**src/rtl/gfp_pkg.sv**
```systemverilog
package gfp_pkg;

    typedef enum logic [1:0] {
        GATE_CLEAR = 2'd0,
        GATE_IDLE  = 2'd1,
        GATE_PROG  = 2'd2
    } gate_state_e;

endpackage

```
**src/rtl/gfp_fifo.sv**
```systemverilog
module gfp_fifo #(
    parameter int DW    = 32,
    parameter int DEPTH = 16,
    localparam int AW   = $clog2(DEPTH),
    localparam int CW   = $clog2(DEPTH + 1)
) (
    input  logic          clk_i,
    input  logic          rst_ni,
    input  logic          clr_i,
    input  logic          push_i,
    input  logic [DW-1:0] wdata_i,
    input  logic          pop_i,
    output logic [DW-1:0] rdata_o,
    output logic [CW-1:0] count_o,
    output logic          full_o,
    output logic          empty_o
);

    logic [DW-1:0] mem_q [DEPTH];
    logic [AW-1:0] wptr_q, rptr_q;
    logic [CW-1:0] cnt_q;
    logic          push_ok, pop_ok;

    assign full_o  = (cnt_q == CW'(DEPTH));
    assign empty_o = (cnt_q == '0);
    assign push_ok = push_i && !full_o && !clr_i;
    assign pop_ok  = pop_i && !empty_o && !clr_i;
    assign rdata_o = empty_o ? '0 : mem_q[rptr_q];
    assign count_o = cnt_q;

    always_ff @(posedge clk_i or negedge rst_ni) begin
        if (!rst_ni) begin
            wptr_q <= '0;
            rptr_q <= '0;
            cnt_q  <= '0;
        end else if (clr_i) begin
            wptr_q <= '0;
            rptr_q <= '0;
            cnt_q  <= '0;
        end else begin
            if (push_ok) wptr_q <= (wptr_q == AW'(DEPTH - 1)) ? '0 : wptr_q + 1'b1;
            if (pop_ok)  rptr_q <= (rptr_q == AW'(DEPTH - 1)) ? '0 : rptr_q + 1'b1;
            cnt_q <= cnt_q + CW'(push_ok) - CW'(pop_ok);
        end
    end

    always_ff @(posedge clk_i) begin
        if (push_ok) mem_q[wptr_q] <= wdata_i;
    end

endmodule

```
**src/rtl/gfp_gate.sv**
```systemverilog
module gfp_gate
    import gfp_pkg::*;
(
    input  logic clk_i,
    input  logic rst_ni,
    input  logic clr_i,
    input  logic prog_op_i,
    output logic open_o
);

    gate_state_e state_q, state_d;

    always_ff @(posedge clk_i or negedge rst_ni) begin
        if (!rst_ni) state_q <= GATE_IDLE;
        else         state_q <= state_d;
    end

    always_comb begin
        state_d = state_q;
        if (clr_i) begin
            state_d = GATE_CLEAR;
        end else begin
            unique case (state_q)
                GATE_CLEAR: state_d = GATE_IDLE;
                GATE_IDLE:  state_d = prog_op_i ? GATE_PROG : GATE_IDLE;
                GATE_PROG:  state_d = prog_op_i ? GATE_PROG : GATE_IDLE;
                default:    state_d = GATE_IDLE;
            endcase
        end
    end

    always_comb begin
        open_o = (state_q == GATE_PROG);
    end

endmodule

```
**src/rtl/gfp_edge_irq.sv**
```systemverilog
module gfp_edge_irq #(
    parameter bit RST_VAL = 1'b0
) (
    input  logic clk_i,
    input  logic rst_ni,
    input  logic cond_i,
    output logic irq_o
);

    logic prev_q;

    always_ff @(posedge clk_i or negedge rst_ni) begin
        if (!rst_ni) prev_q <= RST_VAL;
        else         prev_q <= cond_i;
    end

    assign irq_o = cond_i && !prev_q;

endmodule

```
**src/rtl/gated_fifo_pair.sv**
```systemverilog
module gated_fifo_pair #(
    parameter int DW    = 32,
    parameter int DEPTH = 16,
    parameter int LW    = 5
) (
    input  logic          clk_i,
    input  logic          rst_ni,
    input  logic          fifo_clr_i,
    input  logic          prog_op_i,
    input  logic [LW-1:0] wm_prog_i,
    input  logic [LW-1:0] wm_rd_i,
    input  logic          sw_prog_we_i,
    input  logic [DW-1:0] sw_prog_wdata_i,
    input  logic          eng_prog_re_i,
    output logic [DW-1:0] eng_prog_rdata_o,
    input  logic          eng_rd_we_i,
    input  logic [DW-1:0] eng_rd_wdata_i,
    input  logic          sw_rd_re_i,
    output logic [DW-1:0] sw_rd_rdata_o,
    output logic          stat_prog_full_o,
    output logic          stat_prog_empty_o,
    output logic          stat_rd_full_o,
    output logic          stat_rd_empty_o,
    output logic          irq_prog_empty_o,
    output logic          irq_prog_lvl_o,
    output logic          irq_rd_full_o,
    output logic          irq_rd_lvl_o
);

    localparam int CW   = $clog2(DEPTH + 1);
    localparam int NIRQ = 4;

    logic          gate_open;
    logic [CW-1:0] prog_cnt, rd_cnt;
    logic [NIRQ-1:0] irq_cond, irq_vec;

    gfp_gate u_gate (
        .clk_i     (clk_i),
        .rst_ni    (rst_ni),
        .clr_i     (fifo_clr_i),
        .prog_op_i (prog_op_i),
        .open_o    (gate_open)
    );

    gfp_fifo #(.DW(DW), .DEPTH(DEPTH)) u_prog_fifo (
        .clk_i   (clk_i),
        .rst_ni  (rst_ni),
        .clr_i   (fifo_clr_i),
        .push_i  (sw_prog_we_i && gate_open),
        .wdata_i (sw_prog_wdata_i),
        .pop_i   (eng_prog_re_i),
        .rdata_o (eng_prog_rdata_o),
        .count_o (prog_cnt),
        .full_o  (stat_prog_full_o),
        .empty_o (stat_prog_empty_o)
    );

    gfp_fifo #(.DW(DW), .DEPTH(DEPTH)) u_rd_fifo (
        .clk_i   (clk_i),
        .rst_ni  (rst_ni),
        .clr_i   (fifo_clr_i),
        .push_i  (eng_rd_we_i),
        .wdata_i (eng_rd_wdata_i),
        .pop_i   (sw_rd_re_i),
        .rdata_o (sw_rd_rdata_o),
        .count_o (rd_cnt),
        .full_o  (stat_rd_full_o),
        .empty_o (stat_rd_empty_o)
    );

    // index 0: prog empty, 1: prog watermark, 2: read full, 3: read watermark
    assign irq_cond[0] = stat_prog_empty_o;
    assign irq_cond[1] = (int'(prog_cnt) <= int'(wm_prog_i));
    assign irq_cond[2] = stat_rd_full_o;
    assign irq_cond[3] = (int'(rd_cnt) >= int'(wm_rd_i));

    // program-side conditions are true at reset; edge detectors start set
    localparam logic [NIRQ-1:0] IRQ_RST = 4'b0011;

    for (genvar gi = 0; gi < NIRQ; gi++) begin : g_irq
        gfp_edge_irq #(.RST_VAL(IRQ_RST[gi])) u_edge (
            .clk_i  (clk_i),
            .rst_ni (rst_ni),
            .cond_i (irq_cond[gi]),
            .irq_o  (irq_vec[gi])
        );
    end

    assign irq_prog_empty_o = irq_vec[0];
    assign irq_prog_lvl_o   = irq_vec[1];
    assign irq_rd_full_o    = irq_vec[2];
    assign irq_rd_lvl_o     = irq_vec[3];

endmodule

```
**config.mk**
```make
export PLATFORM = sky130hd
export DESIGN_NAME = gated_fifo_pair
export DESIGN_NICKNAME = d
export VERILOG_FILES = /design/src/rtl/gfp_pkg.sv /design/src/rtl/gfp_fifo.sv /design/src/rtl/gfp_gate.sv /design/src/rtl/gfp_edge_irq.sv /design/src/rtl/gated_fifo_pair.sv
export SDC_FILE = /design/constraint.sdc
export NUM_CORES = 1
export LEC_CHECK = 0
export BUFFER_PORTS_ARGS = -buffer_cell sky130_fd_sc_hd__buf_2
export CORE_AREA = 4 4 279 281
export DETAILED_ROUTE_END_ITERATION = 10
export DIE_AREA = 0 0 283 285
export PLACE_DENSITY_LB_ADDON = 0.3
export SYNTH_ARGS = -nofsm -noshare
export SYNTH_HDL_FRONTEND = slang
export SYNTH_HIERARCHICAL = 1
export SYNTH_SLANG_ARGS = --single-unit
```
**constraint.sdc**
```tcl
create_clock -name clk_i -period 11.3 [get_ports clk_i]
set_input_delay 0.565 -clock clk_i [delete_from_list [all_inputs] [get_ports clk_i]]
set_output_delay 0.565 -clock clk_i [all_outputs]
set_load 0.02 [all_outputs]
```
## After elaboration in Yosys (flattened, before gate mapping)

Memories as Yosys holds them, arrays and structs flattened.
Cells that the tools add are included.
W data, S select, Z words.

| operators by class | value |
|---|---|
| reduce and logical (&&, ||, !) cells | 29 |
| add/subtract/negate cells | 8 |
| mux-type cells | 23 |
| $lt $le $gt $ge | 2 |
| equal/unequal tests | 8 |

Operators by type and width:

| operator | number |
|---|---|
| $mux W32 | 2 |
| $mux W4 | 12 |
| $add A4 B1 Y4 const B | 4 |
| $eq A4 B4 Y1 const B | 4 |
| $logic_and A1 B1 Y1 | 13 |
| $add A5 B1 Y5 | 2 |
| $eq A5 B5 Y1 const B | 2 |
| $logic_not A5 Y1 | 2 |
| $mux W5 | 2 |
| $sub A5 B1 Y5 | 2 |
| $logic_not A1 Y1 | 9 |
| $reduce_bool A2 Y1 | 4 |
| $mux W2 | 3 |
| $ge A5 B5 Y1 | 1 |
| $le A5 B5 Y1 | 1 |
| $mux W1 | 4 |
| $eq A2 B1 Y1 const B | 1 |
| $eq A2 B2 Y1 const B | 1 |
| $reduce_or A2 Y1 | 1 |

| storage, ports and cells | value |
|---|---|
| logic and storage cells | 83 |
| input port bits | 82 |
| memories | 2 |
| output and inout bits | 72 |
| register bits after elaboration | 32 |
| memory bits (writable) | 1024 |

Memories:

| name | words | width | rd ports | clocked after Yosys merged registers in | write ports | line | text |
|---|---|---|---|---|---|---|---|
| u_prog_fifo.mem_q | 16 | 32 | 1 | 0 | 1 | gfp_fifo.sv:19 | `logic [DW-1:0] mem_q [DEPTH];` |
| u_rd_fifo.mem_q | 16 | 32 | 1 | 0 | 1 | gfp_fifo.sv:19 |  |

## Longest topological paths before layout

| logic depth | value |
|---|---|
| depth after elaboration | 7 |
| mapped depth | 15 |
| mapped depth without buffers | 15 |

## By module

Netlist, hierarchy kept.

Modules (own cells, without submodules):

| module | area each (sq um) | instances | cells an instance | seq. area each (sq um) |
|---|---|---|---|---|
| gfp_fifo | 20300.7 | 2 | 893 | 15700.1 |
| gated_fifo_pair | 242.7 | 1 | 34 | 0.0 |
| gfp_gate | 92.6 | 1 | 7 | 51.3 |
| gfp_edge_irq (g_irq[0].u_edge ...) | 40.0 | 2 | 2 | 26.3 |
| gfp_edge_irq (g_irq[2].u_edge ...) | 38.8 | 2 | 2 | 25.0 |

## Worst setup path before layout

No wires, ideal clock.

| timing | value |
|---|---|
| path type | reg-to-reg |
| start point | reg u_rd_fifo.cnt_q[2], in the netlist u_rd_fifo/count_o[2] |
| end point | mem u_rd_fifo.mem_q[0][0], enable pin |
| required time | 10.839 ns |
| buffers on the path | 0 |
| cell stages (with the launch flop) | 8 |
| data arrival time | 3.690 ns |
| period minus slack after synthesis | 4.151 ns |
| setup slack | 7.149 ns |
| library setup time | 0.461 ns |
| cells stage by stage | dfrtp_1 > inv_1 > ha_1 > nand4bb_1 > inv_1 > nor3b_1 > nand2_1 > nor3_1 |

| between the ends | value |
|---|---|
| cells in the longest elaborated chain, start to end | 6 |

RTL lines:

| element | line | text |
|---|---|---|
| start, declared | gfp_fifo.sv:21 | `logic [CW-1:0] cnt_q;` |
| start signal, assigned | gfp_fifo.sv:43 | `cnt_q <= cnt_q + CW'(push_ok) - CW'(pop_ok);` |
| $eq A5 B5 Y1 | gfp_fifo.sv:24 | `assign full_o = (cnt_q == CW'(DEPTH));` |
| net stat_rd_full_o | gated_fifo_pair.sv:22 | `output logic stat_rd_full_o,` |
| $logic_not A1 Y1 | gfp_fifo.sv:26 | `assign push_ok = push_i && !full_o && !clr_i;` |
| $logic_and A1 B1 Y1 (2 in a row) | gfp_fifo.sv:26 |  |
| $mux W1 | gfp_fifo.sv:48 | `if (push_ok) mem_q[wptr_q] <= wdata_i;` |
| $mux W1 (implied by the code) | gfp_fifo.sv:48 |  |
| end, declared | gfp_fifo.sv:19 |  |

The timed path passes the listed nets, and every way through them passes these cells.

## Worst setup path after layout

| timing | value |
|---|---|
| start point | reg u_prog_fifo.rptr_q[0] |
| end point | out eng_prog_rdata_o[13] |

| between the ends | value |
|---|---|
| cells in the longest elaborated chain, start to end | 2 |

RTL lines:

| element | line | text |
|---|---|---|
| start, declared | gfp_fifo.sv:20 | `logic [AW-1:0] wptr_q, rptr_q;` |
| start signal, assigned | gfp_fifo.sv:42 | `if (pop_ok) rptr_q <= (rptr_q == AW'(DEPTH - 1)) ? '0 : rptr_q + 1'b1;` |
| $mem_v2 Z16 W32 | -- |  |
| $mux W32 | gfp_fifo.sv:28 | `assign rdata_o = empty_o ? '0 : mem_q[rptr_q];` |
| end, declared | gated_fifo_pair.sv:15 | `output logic [DW-1:0] eng_prog_rdata_o,` |

Every way passes these cells.

==> results.txt <==
----------------------------------------------------
[Die]
  Die Wd ... 283 um
  Io pins ... 154
  Cell row count ... approximately 100
  Die height ... approximately 290 um
  Die area ... 80700 sq um
  Std-Cell Core Area ... 75400 sq um
  Initial cell density of the core ... a little over half

[Worst hold path]
  Path class of the lowest-slack min-delay path ... input pin to register
  Min-delay src ... prog_op_i

[STA]
  Fin. max-slew vios ... 0
  Period utilisation layout ... between 40% and 50%
  Finish-stage setup viols ... 0
  Worst clock skew on the final layout ... roughly 0.013 ns
  Total Negative Setup Slacks ... 0 ns
  Unrepaired setup endpoints after global routing ... no
  Minimum setup slack in the final design ... around 6 ns
  Post-layout min period ... roughly 5.3 ns
  WHS ... ~0.064 ns
  Tightest slew margin relative to the limit ... roughly 22%
  Max Freq ... approximately 0.19 GHz
  Slew of the pin with the lowest slew margin ... between 1 and 1.5 ns
  Count of final hold-check violations ... 0

[Power]
  Highest ir drop seen on vdd ... approximately 0.20 mV
  Leakage Power ... between 10 and 15 nW
  Power density over the cells ... approximately 200 nW/um^2

[Yosys]
  Synth Cell Area ... between 40000 and 50000 sq um
  Net Count, Synth ... just under 2000
  Yosys cell types ... just over 40
  Synth async-reset ratio ... 3.03%
  Number of warnings issued by yosys ... 6
  Count of flip-flops with a built-in enable after synthesis ... 1024
  Post-synthesis sequential element count ... approximately 1100
  Most used flip-flop cell after synthesis ... sky130_fd_sc_hd__edfxtp_1
  Post-Synthesis Mean Instance Area ... between 20 and 25 sq um
  Cell count after synthesis ... 1835
  Share of the yosys chip area belonging to registers ... between 70% and 80%

[Critical path]
  Critical path buffer and inverter count ... 3
  CP peak stage delay ... about 0.97 ns
  CP startpoint kind ... register
  Dominant delay contributor by cell family on the critical path ... buffers and inverters
  CP cell instances ... buf_4, buf_4, mux4_2, mux2_2, a221o_1, buf_2
  Cell occurring most often along the worst timing path ... sky130_fd_sc_hd__buf_4
  Data required time at the worst endpoint ... 10.74 ns
  Crit path from ... u_prog_fifo/rptr_q[0]
  Critical path capture point type ... output port
  Reg-to-reg critical path startpoint ... u_rd_fifo/count_o[2]
  Data arrival time at the worst-slack endpoint ... 4.75 ns
  CP max stage cell ... sky130_fd_sc_hd__dfrtp_4
  Critical Path Fanout Max ... between 40 and 50
  Crit Path Category ... register to output port

[CTS]
  Clock Sink Count ... between 1000 and 1500
  Number of buffers on the longest clock path ... 3
  Root buffer cell ... sky130_fd_sc_hd__clkbuf_16
  Clock-pin slew of the registers on the worst-case setup and hold paths ... about 0.060 ns
  CTS tree ... done
  Setup fix buffers added after clock tree synthesis ... 0
  Maximum level of the CTS H-tree ... 3
  Clock latency on the worst-skew pair ... 0.65 ns
  Total of cells resized after clock tree synthesis ... 0
  Clock buffer count from CTS ... around 100

[Cells and area]
  Layout Nets ... 2167
  Area growth from synthesis to layout ... 13.3%
  Share of layout cells above drive strength 1 ... about a third
  Layout Cell Area excl Fill ... 46600 sq um
  Final core occ ... 61.7%
  Filler cell count in the final layout ... around 5000
  Commonest non-fill, non-tap cells in the layout ... 1024 x sky130_fd_sc_hd__edfxtp_1, 256 x sky130_fd_sc_hd__mux4_2, 153 x sky130_fd_sc_hd__buf_2, 105 x sky130_fd_sc_hd__clkbuf_16, 70 x sky130_fd_sc_hd__nor2b_1
  Leading cell type in the layout, fill and taps excluded ... sky130_fd_sc_hd__edfxtp_1

[Global routing]
  Vias in the first global route ... between 20000 and 25000
  Total congestion overflow after global routing ... 0
  Aggregate global-route resource usage ... between 20% and 30%
  First-pass GRT wire length ... between 100000 and 150000 um
  Maximum number of pins on one net before global-route repair ... 114
  Initial antenna violation count ... 11

[Placed design]
  Post-Place Cell Area ... roughly 43000 sq um
  Final weighted congestion of routability-driven global placement ... about 0.74
  Number of buffers added on ports ... around 150
  Post-placement worst setup slack ... around 6.4 ns
  HPWL after detailed placement ... around 44000 um

[Status]
  Run status ... finished, final reports clean

[Routing]
  Post-route DRC ... 0
  Post-DR wirelength/cell ... 27.8 um
  Average vias per placed instance ... approximately 6.2
  Number of DRC markers after the initial detailed-route iteration ... between 1500 and 2000
  Residual antenna-violating net count after detailed routing ... 0
  Total routed wirelength ... 86600 um
  Detailed-router iteration count before antenna repair ... 5
  Via count ... 19200

[Flow run]
  Maximum Capacitance Violations ... 0

----------------------------------------------------
[stage by stage]
| stage | power [mW] | std cells |
|---|---|---|
| global route | 9.96 | 3113 |
| global placement | 6.30 | 2921 |
| detailed placement | 6.34 | 2921 |
| floorplan | 5.82 | 1835 |
| finish | 9.57 | 3118 |
| CTS | 9.67 | 3110 |
[metal layers]
metal	global-route usage (%)	vias up	part of all wire [%]
li1	-	8124	-
met1	28.7	10300	39
met2	37.8	613	52
met3	3.81	131	5.8
met4	5.87	4	2.3
met5	0	-	0.030
[cell families (layout without fill, tap and decap cells)]
logic type	Yosys count	after routing	synth area share [%]
mux	320	320	15.8
flops	1056	1056	76.8
buf+inv	129	426	1.50
compound gates	98	98	2.07
fa+ha+maj	35	35	1.10
other cells	0	8	0
xor+xnor	10	10	0.213
simple gates	187	187	2.55
[power breakdown]
part | total [mW] | internal (mW) | switching [mW]
registers | 4.44 | 4.36 | 0.0805
logic | 1.79 | 0.824 | 0.967
clock network | 3.33 | 1.93 | 1.40
total | 9.57 | 7.12 | 2.45
[path summary, 6_finish.rpt]
path                       slack [ns]                endpoint  depth (start not counted)
hold / removal                   0.06       u_gate/state_q[0]                          2
max in group asynchronous       10.19   u_prog_fifo/rptr_q[1]                          2
min in group asynchronous        0.53  g_irq[3].u_edge/prev_q                          2
setup / recovery                 5.98    eng_prog_rdata_o[13]                          6
setup reg to reg                 7.70  u_rd_fifo/mem_q[3][22]                          8
hold reg to reg                  0.56       u_gate/state_q[1]                          2
[cell type report]
| type | count | area, sq um | share of cell area [%] |
|---|---|---|---|
| Clock buffer | 127 | 2710 | 5.82 |
| Sequential cell | 1056 | 31600 | 67.8 |
| Timing Repair Buffer | 201 | 1140 | 2.45 |
| Antenna cell | 8 | 20.0 | 0.0430 |
| Tap cell | 978 | 1220 | 2.63 |
| Multi-Input combinational cell | 650 | 9170 | 19.7 |
| Inverter | 37 | 139 | 0.298 |
| Clock inverter | 61 | 596 | 1.28 |
[registers in the layout (all words and copies together) (netlist names)]
name	flops
u_prog_fifo/wptr_q	4
u_rd_fifo/count_o	5
u_rd_fifo/wptr_q	4
u_prog_fifo/count_o	5
u_rd_fifo/mem_q	512
u_prog_fifo/mem_q	512
g_irq.u_edge/prev_q	4
u_rd_fifo/rptr_q	4
u_prog_fifo/rptr_q	4
u_gate/state_q	2
[repair_timing]
item,4_1_cts,5_1_grt
hold buffers,1,0
endpoints found under the setup margin,0,0
endpoints found under the hold margin,29,0
[synthesized netlist by cell type, types with 3 or more instances]
cell	instances	area, sq um
sky130_fd_sc_hd__dfstp_2	3	78.8
sky130_fd_sc_hd__inv_1	37	139
sky130_fd_sc_hd__xor2_1	6	52.6
sky130_fd_sc_hd__nor3_1	14	70.1
sky130_fd_sc_hd__o21ai_0	3	15.0
sky130_fd_sc_hd__nor2b_1	70	438
sky130_fd_sc_hd__nand2_1	24	90.1
sky130_fd_sc_hd__nor2b_4	4	55.1
sky130_fd_sc_hd__xnor2_1	4	35.0
sky130_fd_sc_hd__nor2_1	41	154
sky130_fd_sc_hd__mux4_2	256	5770
sky130_fd_sc_hd__clkbuf_1	44	165
sky130_fd_sc_hd__mux2_2	64	721
sky130_fd_sc_hd__a21oi_1	17	85.1
sky130_fd_sc_hd__nand3_1	12	60.1
sky130_fd_sc_hd__a21o_1	5	37.5
sky130_fd_sc_hd__nand2b_1	5	31.3
sky130_fd_sc_hd__buf_1	6	22.5
sky130_fd_sc_hd__dfrtp_1	29	726
sky130_fd_sc_hd__a221o_1	64	641
sky130_fd_sc_hd__edfxtp_1	1024	30700
sky130_fd_sc_hd__nor3b_1	4	30.0
sky130_fd_sc_hd__buf_2	28	140
sky130_fd_sc_hd__ha_1	33	413
sky130_fd_sc_hd__buf_6	12	135
(Power assumes the default switching activity.)
